===== src/rtl/prio_irq_pkg.sv =====
package prio_irq_pkg;
  localparam int unsigned NUM_SRC = 5;
  localparam int unsigned VEC_W   = 16;
  localparam int unsigned RN_W    = 3;
  localparam int unsigned MASK_W  = 3;

  typedef enum logic [2:0] {
    SRC_NMI  = 3'd0,
    SRC_EDGE = 3'd1,
    SRC_MID  = 3'd2,
    SRC_LOW  = 3'd3,
    SRC_GEN  = 3'd4,
    SRC_NONE = 3'd7
  } src_e;

  localparam logic [VEC_W-1:0] VEC_NMI  = 16'h0024;
  localparam logic [VEC_W-1:0] VEC_EDGE = 16'h003C;
  localparam logic [VEC_W-1:0] VEC_MID  = 16'h0034;
  localparam logic [VEC_W-1:0] VEC_LOW  = 16'h002C;

  // set-mask word fields
  localparam int unsigned WB_APPLY = 3;
  localparam int unsigned WB_ECLR  = 4;
  localparam int unsigned WB_SEN   = 6;
  localparam int unsigned WB_SDAT  = 7;
endpackage


===== src/rtl/irq_capture.sv =====
module irq_capture (
  input  logic clk_i,
  input  logic rst_ni,
  input  logic nmi_i,
  input  logic edge_i,
  input  logic nmi_ack_i,
  input  logic edge_ack_i,
  input  logic edge_clr_i,
  output logic nmi_pend_o,
  output logic edge_lat_o
);
  logic nmi_q, edge_q, nmi_lat_q, edge_lat_q;
  logic nmi_rise, edge_rise;

  assign nmi_rise  = nmi_i & ~nmi_q;
  assign edge_rise = edge_i & ~edge_q;

  always_ff @(posedge clk_i or negedge rst_ni) begin
    if (!rst_ni) begin
      nmi_q      <= 1'b0;
      edge_q     <= 1'b0;
      nmi_lat_q  <= 1'b0;
      edge_lat_q <= 1'b0;
    end else begin
      nmi_q  <= nmi_i;
      edge_q <= edge_i;
      if (nmi_rise)                  nmi_lat_q <= 1'b1;
      else if (nmi_ack_i || !nmi_i)  nmi_lat_q <= 1'b0;
      // new edge beats a same-cycle clear
      if (edge_rise)                      edge_lat_q <= 1'b1;
      else if (edge_ack_i || edge_clr_i)  edge_lat_q <= 1'b0;
    end
  end

  assign nmi_pend_o = nmi_lat_q & nmi_i;
  assign edge_lat_o = edge_lat_q;
endmodule


===== src/rtl/irq_ctrl_regs.sv =====
module irq_ctrl_regs
  import prio_irq_pkg::*;
#(
  parameter int unsigned MW = MASK_W
) (
  input  logic          clk_i,
  input  logic          rst_ni,
  input  logic          ie_set_i,
  input  logic          ie_clr_i,
  input  logic          ack_i,
  input  logic          wr_i,
  input  logic [7:0]    wdata_i,
  output logic          ie_o,
  output logic [MW-1:0] mask_o,
  output logic          ser_o
);
  always_ff @(posedge clk_i or negedge rst_ni) begin
    if (!rst_ni) begin
      ie_o   <= 1'b0;
      mask_o <= '1;
      ser_o  <= 1'b0;
    end else begin
      if (ack_i)         ie_o <= 1'b0;
      else if (ie_clr_i) ie_o <= 1'b0;
      else if (ie_set_i) ie_o <= 1'b1;
      if (wr_i && wdata_i[WB_APPLY]) mask_o <= wdata_i[MW-1:0];
      if (wr_i && wdata_i[WB_SEN])   ser_o  <= wdata_i[WB_SDAT];
    end
  end
endmodule


===== src/rtl/irq_arbiter.sv =====
module irq_arbiter
  import prio_irq_pkg::*;
#(
  parameter int unsigned NS = NUM_SRC,
  parameter int unsigned VW = VEC_W,
  parameter int unsigned RW = RN_W
) (
  input  logic [NS-1:0] req_i,
  input  logic [RW-1:0] rst_num_i,
  output logic          valid_o,
  output src_e          sel_o,
  output logic [VW-1:0] vec_o
);
  localparam int unsigned PADW = VW - RW - 3;

  always_comb begin
    sel_o = SRC_NONE;
    for (int i = NS - 1; i >= 0; i--) begin
      if (req_i[i]) sel_o = src_e'(3'(i));
    end
  end

  assign valid_o = |req_i;

  always_comb begin
    unique case (sel_o)
      SRC_NMI:  vec_o = VEC_NMI;
      SRC_EDGE: vec_o = VEC_EDGE;
      SRC_MID:  vec_o = VEC_MID;
      SRC_LOW:  vec_o = VEC_LOW;
      SRC_GEN:  vec_o = {{PADW{1'b0}}, rst_num_i, 3'b000};
      default:  vec_o = '0;
    endcase
  end
endmodule


===== src/rtl/prio_irq_ctrl.sv =====
module prio_irq_ctrl
  import prio_irq_pkg::*;
(
  input  logic        clk_i,
  input  logic        rst_ni,
  input  logic        nmi_i,
  input  logic        irq_edge_i,
  input  logic        irq_mid_i,
  input  logic        irq_low_i,
  input  logic        irq_gen_i,
  input  logic [2:0]  rst_num_i,
  input  logic        ie_set_i,
  input  logic        ie_clr_i,
  input  logic        mask_wr_i,
  input  logic [7:0]  mask_wdata_i,
  output logic [7:0]  mask_rdata_o,
  input  logic        ser_in_i,
  output logic        ser_out_o,
  output logic        irq_o,
  output logic [15:0] vec_o,
  input  logic        ack_i
);
  logic              nmi_pend, edge_lat, ie;
  logic [MASK_W-1:0] mask;
  logic [NUM_SRC-1:0] req;
  logic              ack_fire;
  src_e              sel;

  assign ack_fire = ack_i & irq_o;

  irq_capture u_cap (
    .clk_i      (clk_i),
    .rst_ni     (rst_ni),
    .nmi_i      (nmi_i),
    .edge_i     (irq_edge_i),
    .nmi_ack_i  (ack_fire && sel == SRC_NMI),
    .edge_ack_i (ack_fire && sel == SRC_EDGE),
    .edge_clr_i (mask_wr_i && mask_wdata_i[WB_ECLR]),
    .nmi_pend_o (nmi_pend),
    .edge_lat_o (edge_lat)
  );

  irq_ctrl_regs #(.MW(MASK_W)) u_regs (
    .clk_i    (clk_i),
    .rst_ni   (rst_ni),
    .ie_set_i (ie_set_i),
    .ie_clr_i (ie_clr_i),
    .ack_i    (ack_fire),
    .wr_i     (mask_wr_i),
    .wdata_i  (mask_wdata_i),
    .ie_o     (ie),
    .mask_o   (mask),
    .ser_o    (ser_out_o)
  );

  assign req[SRC_NMI]  = nmi_pend;
  assign req[SRC_EDGE] = ie & edge_lat  & ~mask[2];
  assign req[SRC_MID]  = ie & irq_mid_i & ~mask[1];
  assign req[SRC_LOW]  = ie & irq_low_i & ~mask[0];
  assign req[SRC_GEN]  = ie & irq_gen_i;

  irq_arbiter #(.NS(NUM_SRC), .VW(VEC_W), .RW(RN_W)) u_arb (
    .req_i     (req),
    .rst_num_i (rst_num_i),
    .valid_o   (irq_o),
    .sel_o     (sel),
    .vec_o     (vec_o)
  );

  assign mask_rdata_o = {ser_in_i, edge_lat, irq_mid_i, irq_low_i, ie, mask};
endmodule


===== config.mk =====
export PLATFORM = sky130hd
export DESIGN_NAME = prio_irq_ctrl
export DESIGN_NICKNAME = d
export VERILOG_FILES = /design/src/rtl/prio_irq_pkg.sv /design/src/rtl/irq_capture.sv /design/src/rtl/irq_ctrl_regs.sv /design/src/rtl/irq_arbiter.sv /design/src/rtl/prio_irq_ctrl.sv
export SDC_FILE = /design/constraint.sdc
export NUM_CORES = 1
export LEC_CHECK = 0
export BUFFER_PORTS_ARGS = -buffer_cell sky130_fd_sc_hd__buf_2
export CAP_MARGIN = 20
export CORE_UTILIZATION = 40
export CTS_CLUSTER_SIZE = 40
export DETAILED_ROUTE_END_ITERATION = 8
export PLACE_DENSITY = 0.83
export SLEW_MARGIN = 0
export SYNTH_ARGS = -nofsm -noshare
export SYNTH_HDL_FRONTEND = slang
export SYNTH_SLANG_ARGS = --single-unit

===== constraint.sdc =====
create_clock -name clk_i -period 3.68 [get_ports clk_i]
set_clock_uncertainty 0.1 [all_clocks]
set_input_delay 0.368 -clock clk_i [delete_from_list [all_inputs] [get_ports clk_i]]
set_output_delay 0.368 -clock clk_i [all_outputs]
set_load 0.005 [all_outputs]

==> out/qor.yml, run 1 <==
synthesis:
  synth_seq_cells: 9
  number_of_instances_in_the_synthesized_netlist: 60
  synth_cell_types: 21
  area_of_the_mapped_netlist_sq_um: 587
  synth_top_area_cell: "sky130_fd_sc_hd__dfrtp_1"
  synth_top_cells_by_count: "17 x sky130_fd_sc_hd__buf_4, 9 x sky130_fd_sc_hd__nand2_1, 6 x sky130_fd_sc_hd__dfrtp_1, 4 x sky130_fd_sc_hd__mux2_2, 3 x sky130_fd_sc_hd__dfstp_2"
  avgSynthCellArea_sq_um: 9.78
  async_s_r_ff_share_synth: 1.00
  library_cell_with_the_highest_instance_count_after_synthesis: "sky130_fd_sc_hd__buf_4"
  synth-edff-count: 0
  ys.flop_type: "sky130_fd_sc_hd__dfrtp_1"
  synthDominantCellAreaShare: 0.256
  ys_warn_count: 0
  synth.top_cells.by_area: "sky130_fd_sc_hd__dfrtp_1 26%, sky130_fd_sc_hd__buf_4 22%, sky130_fd_sc_hd__dfstp_2 13%"
  synth_seq_area_share: 0.390
critical_path:
  timing.reg2reg.setup_slack_ns: 2.39
  crit_cells: 4
  critPathCapture: "irq_o"
  worst_setup_path_startpoint: "u_regs.mask_o[2]$_DFFE_PN1P_"
  crit_path_cell_trace: "nor2b_4 > o41ai_2 > nand2_1 > buf_2"
  dominant_delay_contributor_by_cell_family_on_the_critical_path: "flip-flops"
  crit_arrival_ns: 1.45
  critical_path.max_fanout: 4
  critical_path.max_stage_delay_ns: 0.58
  worstPathBufferInverterCount: 1
  ff2ff_path_depth: 3
  reg2reg_from: "u_regs.mask_o[2]$_DFFE_PN1P_"
  critical_path_class: "reg -> out"
  crit_path_end_kind: "output pin"
  master_of_the_slowest_instance_on_the_critical_path: "sky130_fd_sc_hd__dfstp_2"
  timing.critical_path.required_ns: 3.21
  crit_path_start_kind: "register"
  timing.rr.end: "u_regs.ie_o$_DFFE_PN0P_"
place:
  port-buffer-count: 33
  dp.final_hpwl_microns: 894
  dp_area_sq_um: 684
  gpl.final_weighted_congestion: 0.652
final_layout:
  n_fill_cell: 137
  design_area_sq_um: 721
  area.growth.synth_to_final_pct: 22.8
  num_antenna_cells: 0
  finish.net_count: 116
  drive_gt1_frac: 0.500
detailed_routing:
  finalWirelength_mm: 1.08
  route.detailed.wl_per_inst_microns: 10.1
  via_density_per_instance: 4.51
  post-route-drc-count: 0
  route.vias.total: 483
  drtAntennaViolNets: 0
  drt-pass1-iter-count: 4
  drt-initial-drc-count: 13
die:
  die_w_microns: 40.3
  start_util: 0.440
  design.die.area_sq_um: 1620
  fp-row-count: 13
  core_region_area_sq_um: 1330
  die_h_microns: 40.3
  pin_count: 49
clocking:
  clk_latency_ns: 0.25
  cts.sinks: 9
  cts_made_buffers: 3
  worst_setup_hold_path_clk_slew_ns: 0.06
  number_of_buffers_inserted_to_repair_setup_after_cts: 0
  cts-root-buf: "sky130_fd_sc_hd__clkbuf_4"
  cts_tree: "yes"
  cts-resized-gates: 0
  htreeDepth: 1
  cts.path.max_buffers: 2
global_route:
  grt_usage: 0.147
  global_route_wire_length_before_repair_mm: 1.53
  grt_max_degree: 10
  gr-total-overflow: 0
  grt_antenna_before_repair: 0
  grt_pass1_vias: 392
sta:
  number_of_endpoints_failing_setup_at_the_final_stage: 0
  max_clock_freq_mhz: 521
  rsz0062_at_grt: "false"
  worst_hold_slack_ns: 0.145
  final_max_slew_viol_count: 0
  finalHoldViolCount: 0
  layout_min_cycle_time_ns: 1.92
  min_period_over_period: 0.521
  fin_setup_tns_ns: 0
power:
  ir_drop_mv: 0.201
  leakage_uw: 0.000393
  power_per_cell_area_nw_per_um2: 365
run:
  max_cap_viol_count: 0
status:
  status: "completed"
min_path:
  hold_class: "in -> reg"
-- where the power goes --
| group | switching, uW | internal [uW] | leakage, uW | total (uW) |
|---|---|---|---|---|
| registers | 9.70 | 114 | 0.000104 | 123 |
| logic | 30.1 | 36.8 | 0.000275 | 66.9 |
| clock network | 31.3 | 41.6 | 0.0000150 | 72.9 |
-- placed cells by master, fill, tap and decap left out --
cell	count
sky130_fd_sc_hd__dlygate4sd3_1	1
sky130_fd_sc_hd__nor2b_1	2
sky130_fd_sc_hd__mux2_2	4
sky130_fd_sc_hd__nor2_1	2
sky130_fd_sc_hd__dfstp_2	3
sky130_fd_sc_hd__nand2b_1	1
sky130_fd_sc_hd__a21boi_0	1
sky130_fd_sc_hd__dfrtp_1	6
sky130_fd_sc_hd__clkbuf_1	1
sky130_fd_sc_hd__a21oi_1	1
sky130_fd_sc_hd__o21ba_2	1
sky130_fd_sc_hd__clkbuf_4	3
sky130_fd_sc_hd__a311oi_1	2
sky130_fd_sc_hd__o21a_1	1
sky130_fd_sc_hd__o41ai_2	1
sky130_fd_sc_hd__a32o_1	1
sky130_fd_sc_hd__buf_2	33
sky130_fd_sc_hd__inv_1	2
sky130_fd_sc_hd__nor2b_4	1
sky130_fd_sc_hd__o31ai_1	1
sky130_fd_sc_hd__nand4b_1	1
sky130_fd_sc_hd__conb_1	12
sky130_fd_sc_hd__nand3_1	2
sky130_fd_sc_hd__nand2_1	9
-- timing repair --
action,in CTS,in global routing
endpoints found under the hold margin,6,0
endpoints found under the setup margin,0,0
hold buffers,1,0
-- routing by layer --
layer	wire length (microns)	up-vias	global-route usage
li1	-	238	-
met1	448	207	0.174
met2	508	36	0.246
met3	105	2	0.0167
met4	16	0	0.100
met5	0	-	0
-- layout make-up --
class | count | area [sq um] | share of cell area
tap | 15 | 18.8 | 0.0260
inverter | 2 | 7.51 | 0.0104
clock buffer | 4 | 26.3 | 0.0365
sequential | 9 | 229 | 0.318
multi-input combinational | 43 | 264 | 0.366
timing repair buffer | 34 | 175 | 0.243
-- sequential cells by signal (all words and copies together) (netlist names) --
signal and flops:
u_regs.ser_o 1, u_regs.mask_o 3, u_cap.nmi_q 1, u_regs.ie_o 1, u_cap.edge_q 1, u_cap.nmi_lat_q 1
u_cap.edge_lat_o 1
-- worst reg2reg max path, cell delays in order (launching register included) --
cell and delay [ns]:
sky130_fd_sc_hd__dfstp_2 0.58, sky130_fd_sc_hd__nor2b_4 0.06, sky130_fd_sc_hd__o41ai_2 0.35, sky130_fd_sc_hd__o21a_1 0.15
-- kinds of logic after synthesis --
group	share of synthesized area
compound gates	0.139
buf+inv	0.230
flops	0.390
mux	0.0768
other cells	0.00639
simple gates	0.158
-- metrics by stage --
| stage | instances | utilization | power (uW) | worst slack [ns] |
|---|---|---|---|---|
| final | 107 | 0.540 | 263 | 1.76 |
| after global routing | 107 | 0.540 | 285 | 1.67 |
| after CTS | 107 | 0.540 | 267 | 1.74 |
| after detailed placement | 102 | 0.513 | 192 | 2.01 |
| after global placement | 102 | 0.513 | 189 | 2.01 |
| after floorplan | 71 | - | 172 | 2.18 |
-- worst min-delay path by stage --
stage / start / end / slack, ns / cells after the start
after floorplan: rst_ni / u_cap.edge_lat_o$_DFFE_PN0P_ / -0.03 / 0
after global placement: rst_ni / u_cap.nmi_q$_DFF_PN0_ / 0.12 / 1
after detailed placement: rst_ni / u_cap.nmi_q$_DFF_PN0_ / 0.13 / 1
after CTS: irq_edge_i / u_cap.edge_q$_DFF_PN0_ / 0.14 / 1
after global routing: irq_edge_i / u_cap.edge_q$_DFF_PN0_ / 0.13 / 1
final: irq_edge_i / u_cap.edge_q$_DFF_PN0_ / 0.14 / 1
No activity file was read; power rests on OpenSTA's default activity.
==> run 2, diff against run 1 <==
Settings changed: CORE_UTILIZATION 40 to 33, PLACE_DENSITY 0.83 to 0.73.
Clock period 3.68 ns to 1.71 ns, I/O delays scaled along.
==> out/qor.yml, run 2 (synthesized netlist as in run 1, its figures left out) <==
sta:
  number_of_endpoints_failing_setup_at_the_final_stage: 0
  finalHoldViolCount: 0
  worst_hold_slack_ns: 0.0466
  layout_min_cycle_time_ns: 1.66
  rsz0062_at_grt: "true"
  final_max_slew_viol_count: 0
  min_period_over_period: 0.970
  max_clock_freq_mhz: 603
power:
  power.sequential.fraction: 0.442
  power.net_switching_uw: 168
  ir_drop_mv: 0.445
  power.clock.fraction: 0.264
  leakage_uw: 0.000420
  switching_share: 0.279
  power_per_cell_area_nw_per_um2: 758
  internal-power_uw: 433
  power.share.combinational: 0.294
  post-layout-total-power_uw: 600
min_path:
  whs_path_depth: 2
  timing.hold.worst.start: "mask_wdata_i[0]"
  hold_class: "in -> reg"
  hold_end: "u_regs.mask_o[0]$_DFFE_PN1P_"
detailed_routing:
  route.vias.total: 513
  drt-pass1-iter-count: 8
  via_density_per_instance: 4.54
  post-route-drc-count: 3
  drt-initial-drc-count: 6
  route.detailed.wl_per_inst_microns: 10.6
  finalWirelength_mm: 1.20
  drtAntennaViolNets: 0
final_layout:
  finish.net_count: 121
  regMostFlops: "u_regs.mask_o"
  max_ffs_per_register: 3
  layout_commonest_cell: "sky130_fd_sc_hd__buf_2"
  layout.cells.most_common_list: "33 x sky130_fd_sc_hd__buf_2, 12 x sky130_fd_sc_hd__conb_1, 8 x sky130_fd_sc_hd__nand2_1"
  n_fill_cell: 161
  num_antenna_cells: 0
  final_cell_count_no_fill: 113
  drive_gt1_frac: 0.546
  area.growth.synth_to_final_pct: 35.0
  finalCoreUtilization: 0.502
place:
  port-buffer-count: 33
  dp.final_hpwl_microns: 954
  gpl.final_weighted_congestion: 0.683
  place_inst: 103
die:
  design.die.area_sq_um: 1950
  fp-row-count: 14
  core_region_area_sq_um: 1580
  start_util: 0.372
  die_w_microns: 44.2
  pin_count: 49
  die_h_microns: 44.2
clocking:
  cts-root-buf: "sky130_fd_sc_hd__clkbuf_4"
  clk_latency_ns: 0.25
  cts_tree: "yes"
  cts.sinks: 9
  htreeDepth: 1
  cts_made_buffers: 3
  worst_setup_hold_path_clk_slew_ns: 0.06
  cts.path.max_buffers: 2
critical_path:
  critical_path.max_stage_delay_ns: 0.55
  critical_path.max_fanout: 3
  crit_arrival_ns: 1.39
  timing.critical_path.required_ns: 1.44
  crit_path_end_kind: "output pin"
  timing.reg2reg.setup_slack_ns: 0.37
  reg2reg_from: "u_regs.mask_o[2]$_DFFE_PN1P_"
  ff2ff_path_depth: 4
  crit_path_start_kind: "register"
  crit_path_cell_trace: "nor2b_4 > o41ai_4 > nand2_1 > buf_2"
  timing.rr.end: "u_regs.ie_o$_DFFE_PN0P_"
  critical_path_class: "reg -> out"
  master_of_the_slowest_instance_on_the_critical_path: "sky130_fd_sc_hd__dfstp_2"
global_route:
  global_route_wire_length_before_repair_mm: 1.95
  grt_pass1_vias: 512
  grt_usage: 0.136
  gr-total-overflow: 0
  grt_max_degree: 10
  grt_antenna_before_repair: 0
run:
  max_cap_viol_count: 0
status:
  failing_checks: "design-rule violations"
  status: "finished, violations left"
==> run 2: how the worst max path moves through the flow <==
stage | start | to | depth (start not counted)
after global routing | u_regs.mask_o[2]$_DFFE_PN1P_ | irq_o | 4
after floorplan | u_regs.mask_o[2]$_DFFE_PN1P_ | irq_o | 3
after CTS | u_regs.mask_o[2]$_DFFE_PN1P_ | irq_o | 4
final | u_regs.mask_o[2]$_DFFE_PN1P_ | irq_o | 4
after global placement | u_regs.mask_o[2]$_DFFE_PN1P_ | irq_o | 4
after detailed placement | u_regs.mask_o[2]$_DFFE_PN1P_ | irq_o | 4
==> run 2: final cells by class <==
| cell class | count | area, sq um | share of cell area |
|---|---|---|---|
| Clock buffer | 4 | 26.3 | 0.0332 |
| Inverter | 2 | 7.51 | 0.00948 |
| Tap cell | 16 | 20.0 | 0.0253 |
| Timing Repair Buffer | 39 | 218 | 0.275 |
| Sequential cell | 9 | 229 | 0.289 |
| Multi-Input combinational cell | 43 | 292 | 0.368 |
==> run 2: what timing repair did <==
action | in CTS | in global routing
endpoints found under the hold margin | 11 | 0
resized for setup | 0 | 5
buffers inserted | 3 | 0
hold buffers | 3 | 0
pin swaps | 2 | 2
setup endpoints to repair | 1 | 4
==> run 2: per-layer routing <==
layer	vias up	global-route usage	part of all wire
met3	0	0.0122	0.072
met2	31	0.238	0.53
met4	0	0.0909	0
li1	249	-	-
met5	-	0	0
met1	233	0.155	0.39
==> run 2: power by group through the flow <==
stage	registers (uW)	clock network (uW)	logic, uW
CTS	264	170	166
detailed placement	269	0	145
finish	265	159	176
global placement	267	0	141
floorplan	266	0	104
global route	269	182	196
==> run 2: critical path: cells and delay by family, from the launching register on <==
kind,cells,cell delay (ns)
buffers and inverters,1,0.13
AOI/OAI and AO/OA,1,0.32
DFF,1,0.55
and+or+nand+nor,2,0.13
==> run 2: per-stage QoR <==
step	TNS, ns	setup WS (ns)	instance area [sq um]
finish	0	0.0513	792
global route	-0.0370	-0.0349	792
CTS	-0.0222	-0.0222	764
detailed placement	0	0.245	686
global placement	0	0.252	686
floorplan	0	0.404	628
